--- src/rtl/scl_tg_pkg.sv ---
package scl_tg_pkg;
    typedef enum logic [1:0] {
        ST_IDLE = 2'd0,
        ST_LOW  = 2'd1,
        ST_HIGH = 2'd2
    } scl_state_t;
endpackage

--- src/rtl/scl_phase_ctr.sv ---
// Position counter inside one SCL phase; a phase spans 8*(count+1) clocks.
module scl_phase_ctr #(
    parameter int DIV_W = 16,
    localparam int CW = DIV_W + 3
) (
    input  logic             clk,
    input  logic             rst_n,
    input  logic             hold,
    input  logic [DIV_W-1:0] count,
    output logic             at_mid,
    output logic             at_end
);
    logic [CW-1:0]    pos_q;
    logic [DIV_W:0]   steps;
    logic [CW-1:0]    last_pos;
    logic [CW-1:0]    mid_pos;

    always_comb begin
        steps    = {1'b0, count} + 1'b1;
        last_pos = {count, 3'b111};
        mid_pos  = {steps, 2'b00};
        at_end   = !hold && (pos_q == last_pos);
        at_mid   = !hold && (pos_q == mid_pos);
    end

    always_ff @(posedge clk or negedge rst_n) begin
        if (!rst_n)
            pos_q <= '0;
        else if (hold || at_end)
            pos_q <= '0;
        else
            pos_q <= pos_q + 1'b1;
    end

    AST_NO_OVERFLOW: assert property (@(posedge clk) disable iff (!rst_n)
        !hold |-> (pos_q <= last_pos));
    AST_HOLD_ZERO: assert property (@(posedge clk) disable iff (!rst_n)
        hold |=> (pos_q == '0));
endmodule

--- src/rtl/scl_phase_fsm.sv ---
// IDLE/LOW/HIGH sequencer; latches the divider at begin and at period boundaries.
module scl_phase_fsm
    import scl_tg_pkg::*;
#(
    parameter int DIV_W = 16,
    localparam int WORD_W = 2 * DIV_W
) (
    input  logic              clk,
    input  logic              rst_n,
    input  logic              enable,
    input  logic [WORD_W-1:0] div_word,
    input  logic              at_mid,
    input  logic              at_end,
    output logic              hold,
    output logic [DIV_W-1:0]  count,
    output logic              scl_o,
    output logic              drive_stb,
    output logic              sample_stb,
    output logic              period_stb
);
    scl_state_t       state_q, state_d;
    logic [DIV_W-1:0] lo_q, hi_q;
    logic             take_div;

    always_comb begin
        state_d = state_q;
        unique case (state_q)
            ST_IDLE: if (enable) state_d = ST_LOW;
            ST_LOW:  if (!enable) state_d = ST_IDLE;
                     else if (at_end) state_d = ST_HIGH;
            ST_HIGH: if (!enable) state_d = ST_IDLE;
                     else if (at_end) state_d = ST_LOW;
            default: state_d = ST_IDLE;
        endcase
        take_div = enable && ((state_q == ST_IDLE) ||
                              (state_q == ST_HIGH && at_end));
    end

    always_ff @(posedge clk or negedge rst_n) begin
        if (!rst_n) begin
            state_q <= ST_IDLE;
            lo_q    <= '0;
            hi_q    <= '0;
        end else begin
            state_q <= state_d;
            if (take_div) begin
                lo_q <= div_word[DIV_W-1:0];
                hi_q <= div_word[WORD_W-1:DIV_W];
            end
        end
    end

    always_comb begin
        hold       = 1'b1;
        count      = lo_q;
        scl_o      = 1'b1;
        drive_stb  = 1'b0;
        sample_stb = 1'b0;
        period_stb = 1'b0;
        unique case (state_q)
            ST_IDLE: ;
            ST_LOW: begin
                hold      = !enable;
                scl_o     = 1'b0;
                drive_stb = enable && at_mid;
            end
            ST_HIGH: begin
                hold       = !enable;
                count      = hi_q;
                sample_stb = enable && at_mid;
                period_stb = enable && at_end;
            end
            default: ;
        endcase
    end

    AST_IDLE_RELEASED: assert property (@(posedge clk) disable iff (!rst_n)
        !enable |=> (scl_o && !drive_stb && !sample_stb));
    AST_DRIVE_IN_LOW: assert property (@(posedge clk) disable iff (!rst_n)
        drive_stb |-> !scl_o);
    AST_SAMPLE_IN_HIGH: assert property (@(posedge clk) disable iff (!rst_n)
        sample_stb |-> scl_o);
    AST_PERIOD_FALL: assert property (@(posedge clk) disable iff (!rst_n)
        period_stb |=> !scl_o);
    AST_DIV_STABLE: assert property (@(posedge clk) disable iff (!rst_n)
        (state_q == ST_LOW) |=> $stable(lo_q) && $stable(hi_q));
    AST_STROBE_EXCL: assert property (@(posedge clk) disable iff (!rst_n)
        $countones({drive_stb, sample_stb}) <= 1);
endmodule

--- src/rtl/scl_timing_gen.sv ---
module scl_timing_gen #(
    parameter int DIV_W = 16,
    localparam int WORD_W = 2 * DIV_W
) (
    input  logic              clk,
    input  logic              rst_n,
    input  logic              enable,
    input  logic [WORD_W-1:0] div_word,
    output logic              scl_o,
    output logic              drive_stb,
    output logic              sample_stb,
    output logic              period_stb
);
    logic             hold;
    logic             at_mid;
    logic             at_end;
    logic [DIV_W-1:0] count;

    scl_phase_fsm #(.DIV_W(DIV_W)) u_fsm (
        .clk        (clk),
        .rst_n      (rst_n),
        .enable     (enable),
        .div_word   (div_word),
        .at_mid     (at_mid),
        .at_end     (at_end),
        .hold       (hold),
        .count      (count),
        .scl_o      (scl_o),
        .drive_stb  (drive_stb),
        .sample_stb (sample_stb),
        .period_stb (period_stb)
    );

    scl_phase_ctr #(.DIV_W(DIV_W)) u_ctr (
        .clk    (clk),
        .rst_n  (rst_n),
        .hold   (hold),
        .count  (count),
        .at_mid (at_mid),
        .at_end (at_end)
    );

    AST_RESET_RELEASED: assert property (@(posedge clk)
        !rst_n |-> (scl_o && !drive_stb && !sample_stb && !period_stb));
endmodule

--- config.mk ---
export PLATFORM = sky130hd
export DESIGN_NAME = scl_timing_gen
export DESIGN_NICKNAME = d
export VERILOG_FILES = /design/src/rtl/scl_tg_pkg.sv /design/src/rtl/scl_phase_ctr.sv /design/src/rtl/scl_phase_fsm.sv /design/src/rtl/scl_timing_gen.sv
export SDC_FILE = /design/constraint.sdc
export NUM_CORES = 1
export LEC_CHECK = 0
export ABC_AREA = 1
export BUFFER_PORTS_ARGS = -buffer_cell sky130_fd_sc_hd__buf_2
export CAP_MARGIN = 20
export CELL_PAD_IN_SITES_DETAIL_PLACEMENT = 1
export CELL_PAD_IN_SITES_GLOBAL_PLACEMENT = 1
export CORE_UTILIZATION = 30
export DETAILED_ROUTE_END_ITERATION = 6
export PLACE_DENSITY_LB_ADDON = 0.1
export RECOVER_POWER = 50
export SYNTH_ARGS = -nofsm -noshare
export SYNTH_HDL_FRONTEND = slang
export SYNTH_SLANG_ARGS = --single-unit
--- constraint.sdc ---
create_clock -name clk -period 7 [get_ports clk]
set_clock_uncertainty 0.2 [all_clocks]
set_input_delay 0 -clock clk [delete_from_list [all_inputs] [get_ports clk]]
set_output_delay 0 -clock clk [all_outputs]
set_load 0.1 [all_outputs]
==> flow_summary.json <==
{
  "synth_most_common_cell": "nand2_1",
  "status": "finished, violations left",
  "die_w_microns": 115,
  "antenna_left": 0,
  "arrival_ps": 4250,
  "fin_crit_sh": 0.606,
  "synth_edf_count": 0,
  "wl_mm": 12.7,
  "insertion_delay_ps": 310,
  "finish.net_count": 690,
  "synth_fa_ha_area_frac": 0.0231,
  "fin_util": 0.378,
  "synth_compound_area_frac": 0.0438,
  "insertedDiodeCount": 0,
  "grt_usage": 0.212,
  "required_ps": 7000,
  "tns_ps": 0,
  "synth-seq-area-share": 0.349,
  "hold_class": "in -> reg",
  "place.gp.congestion": 0.874,
  "final.fill_count": 1614,
  "synth_xor_area_frac": 0.0521,
  "synth.largest_area_cell": "dfrtp_1",
  "cellInternalPower_mw": 0.857,
  "drc": 0,
  "netlist_top_cells_area": "dfrtp_1 (35%), nand2_1 (23%), nand3_1 (7.5%)",
  "power.leakage_nw": 2.32,
  "drtPass1Iterations": 5,
  "grt_pass1_vias": 4153,
  "cts_made_buffers": 5,
  "tritoncts": "done",
  "vias_per_cell": 4.71,
  "hold_viol": 0,
  "initial_core_util": 0.312,
  "drt_iter0_markers": 203,
  "overflow": 0,
  "pwr-share-comb": 0.542,
  "antenna_found_initial": 0,
  "start_kind": "flip-flop",
  "synth.area.mux_share": 0,
  "dp_hpwl_mm": 9.61,
  "cap_violations": 1,
  "clk_path_buf_depth": 2,
  "syn2layout_area_growth_pct": 21.0,
  "multi_input_area_sq_um": 2100,
  "final-setup-viol-count": 0,
  "synth_common_cells": "nand2_1 (233), inv_1 (63), nand3_1 (57)",
  "p_sw_frac": 0.500,
  "yosysWarnings": 0,
  "seq_power_share": 0.282,
  "syn_area_sq_um": 3800,
  "num_vias": 3846,
  "drive_above_1_share": 0.0940,
  "synthArstFlopShare": 1.00,
  "cts-root-buf": "clkbuf_16",
  "rsz0062_at_grt": "false",
  "synth_top_family_by_area": "simple AND/OR/NAND/NOR gates",
  "irDropWorstVdd_mv": 0.179,
  "grt_pass1_wl_mm": 21.4,
  "synth_nets": 628,
  "path_max_fanout": 33,
  "cts_resized": 0,
  "clock-sinks": 53,
  "grt_max_degree": 54,
  "crit_type": "reg -> reg",
  "p_per_area_nw_per_um2": 373,
  "htreeDepth": 2,
  "p_total_mw": 1.71,
  "finalCriticalPeriod_ps": 4250,
  "synth_top_area_share": 0.349,
  "num_io_pins": 39,
  "switchingPower_mw": 0.857,
  "rows": 40,
  "syn_area_per_cell_sq_um": 6.48,
  "violations": "max-capacitance violations, max-slew violations",
  "layout.area.seq_sq_um": 1330,
  "max_freq_ghz": 0.236,
  "whs_ps": 29.7,
  "cp-end-kind": "flip-flop",
  "synth_flop_cell": "dfrtp_1",
  "die-area_sq_um": 13100,
  "slew_headroom": -1.03,
  "max_slew.worst_pin.slew_ps": 3050,
  "synthSimpleGateAreaFrac": 0.434,
  "drv_slew": 54,
  "synth_cells": 586,
  "die_h_microns": 115,
  "io_buffers": 38,
  "ys_ff_latch": 53,
  "p_clk_frac": 0.176,
  "core_area_sq_um": 12200,
  "synth.distinct_cells": 31,
  "path_clk_slew_ps": 80,
  "avgRoutedWirePerCell_microns": 15.5
}
==> logic make-up (layout without fill, tap and decap cells) <==
group,Yosys count,after routing
and+or+nand+nor,392,392
buffers and inverters,84,147
DFF,53,53
AOI/OAI and AO/OA,29,29
xor gates and xnor gates,21,21
adders and majority gates,7,7
==> repair_timing <==
action	4_1_cts	5_1_grt
hold endpoints to repair	85	0
buffers inserted	0	0
hold buffers	33	0
==> final timing paths <==
kind	from	endpoint	slack, ps	cells after the start
worst max-delay path	u_fsm.state_q[0]$_DFFE_PN0P_	u_fsm.lo_q[10]$_DFFE_PN0P_	2750	15
worst min-delay path	enable	u_fsm.hi_q[2]$_DFFE_PN0P_	30	4
worst max register to register	u_fsm.state_q[0]$_DFFE_PN0P_	u_fsm.lo_q[10]$_DFFE_PN0P_	2750	15
worst min register to register	u_fsm.lo_q[12]$_DFFE_PN0P_	u_fsm.lo_q[12]$_DFFE_PN0P_	280	2
max in group asynchronous	rst_n	u_ctr.pos_q[10]$_DFF_PN0_	3760	3
min in group asynchronous	rst_n	u_fsm.hi_q[13]$_DFFE_PN0P_	1130	3
==> through the flow <==
stage               setup slack (ps)  std cells  instance area [sq um]
floorplan                       3080        586                   3800
global placement                3060        776                   4090
detailed placement              2890        776                   4090
CTS                             2880        817                   4600
global route                    2310        817                   4590
finish                          2750        817                   4590
==> final cells by class <==
type	count	share of cell area
Multi-Input combinational cell	449	0.457
Clock inverter	3	0.0109
Sequential cell	53	0.289
Clock buffer	5	0.0272
Timing Repair Buffer	74	0.117
Inverter	65	0.0531
Tap cell	168	0.0458
==> routing by layer <==
metal	track usage	wire length, microns	vias to the layer above
li1	-	-	1961
met2	0.371	6230	38
met5	0	0	-
met4	0.0459	108	0
met3	0.0265	311	11
met1	0.277	6040	1836
==> worst max-delay path, cell delays in order, from the launching register on <==
cell     delay [ps]
dfrtp_1         410
inv_1           100
ha_1            150
buf_4           320
inv_2           270
o21ai_0         670
or2_1           210
nand2_1          50
nor2_1          110
nand2_1          70
nor2_1          120
nand4_1         110
nand2_2         500
nand2_2         550
nand2_1         200
nand2_1          70
==> sequential cells by signal, indices dropped and copies added (netlist names) <==
name and count:
u_fsm.state_q 2, u_fsm.lo_q 16, u_ctr.pos_q 19, u_fsm.hi_q 16
==> power groups by stage <==
stage / Clock (mW) / Combinational [mW] / Sequential (mW)
after floorplan: 0 / 0.706 / 0.459
after global placement: 0 / 0.908 / 0.490
after detailed placement: 0 / 0.925 / 0.490
after CTS: 0.311 / 0.944 / 0.485
after global routing: 0.322 / 1.06 / 0.499
final: 0.302 / 0.929 / 0.484
==> placed cells by master, fill, tap and decap left out, drive strengths merged <==
master / netlist / layout
a21oi: 8 / 8
a31oi: 1 / 1
buf: 13 / 39
bufinv: 0 / 1
clkbuf: 6 / 7
clkinv: 0 / 1
dfrtp: 53 / 53
dlygate4sd3: 0 / 33
ha: 7 / 7
inv: 65 / 66
nand2: 238 / 238
nand3: 57 / 57
nand3b: 2 / 2
nand4: 14 / 14
nor2: 56 / 56
nor3: 17 / 17
nor3b: 3 / 3
nor4: 2 / 2
o2111ai: 1 / 1
o211ai: 1 / 1
o21a: 1 / 1
o21ai: 17 / 17
or2: 3 / 3
xnor2: 1 / 1
xnor3: 1 / 1
xor2: 19 / 19
Note: power is estimated with default switching activity, not from simulation.
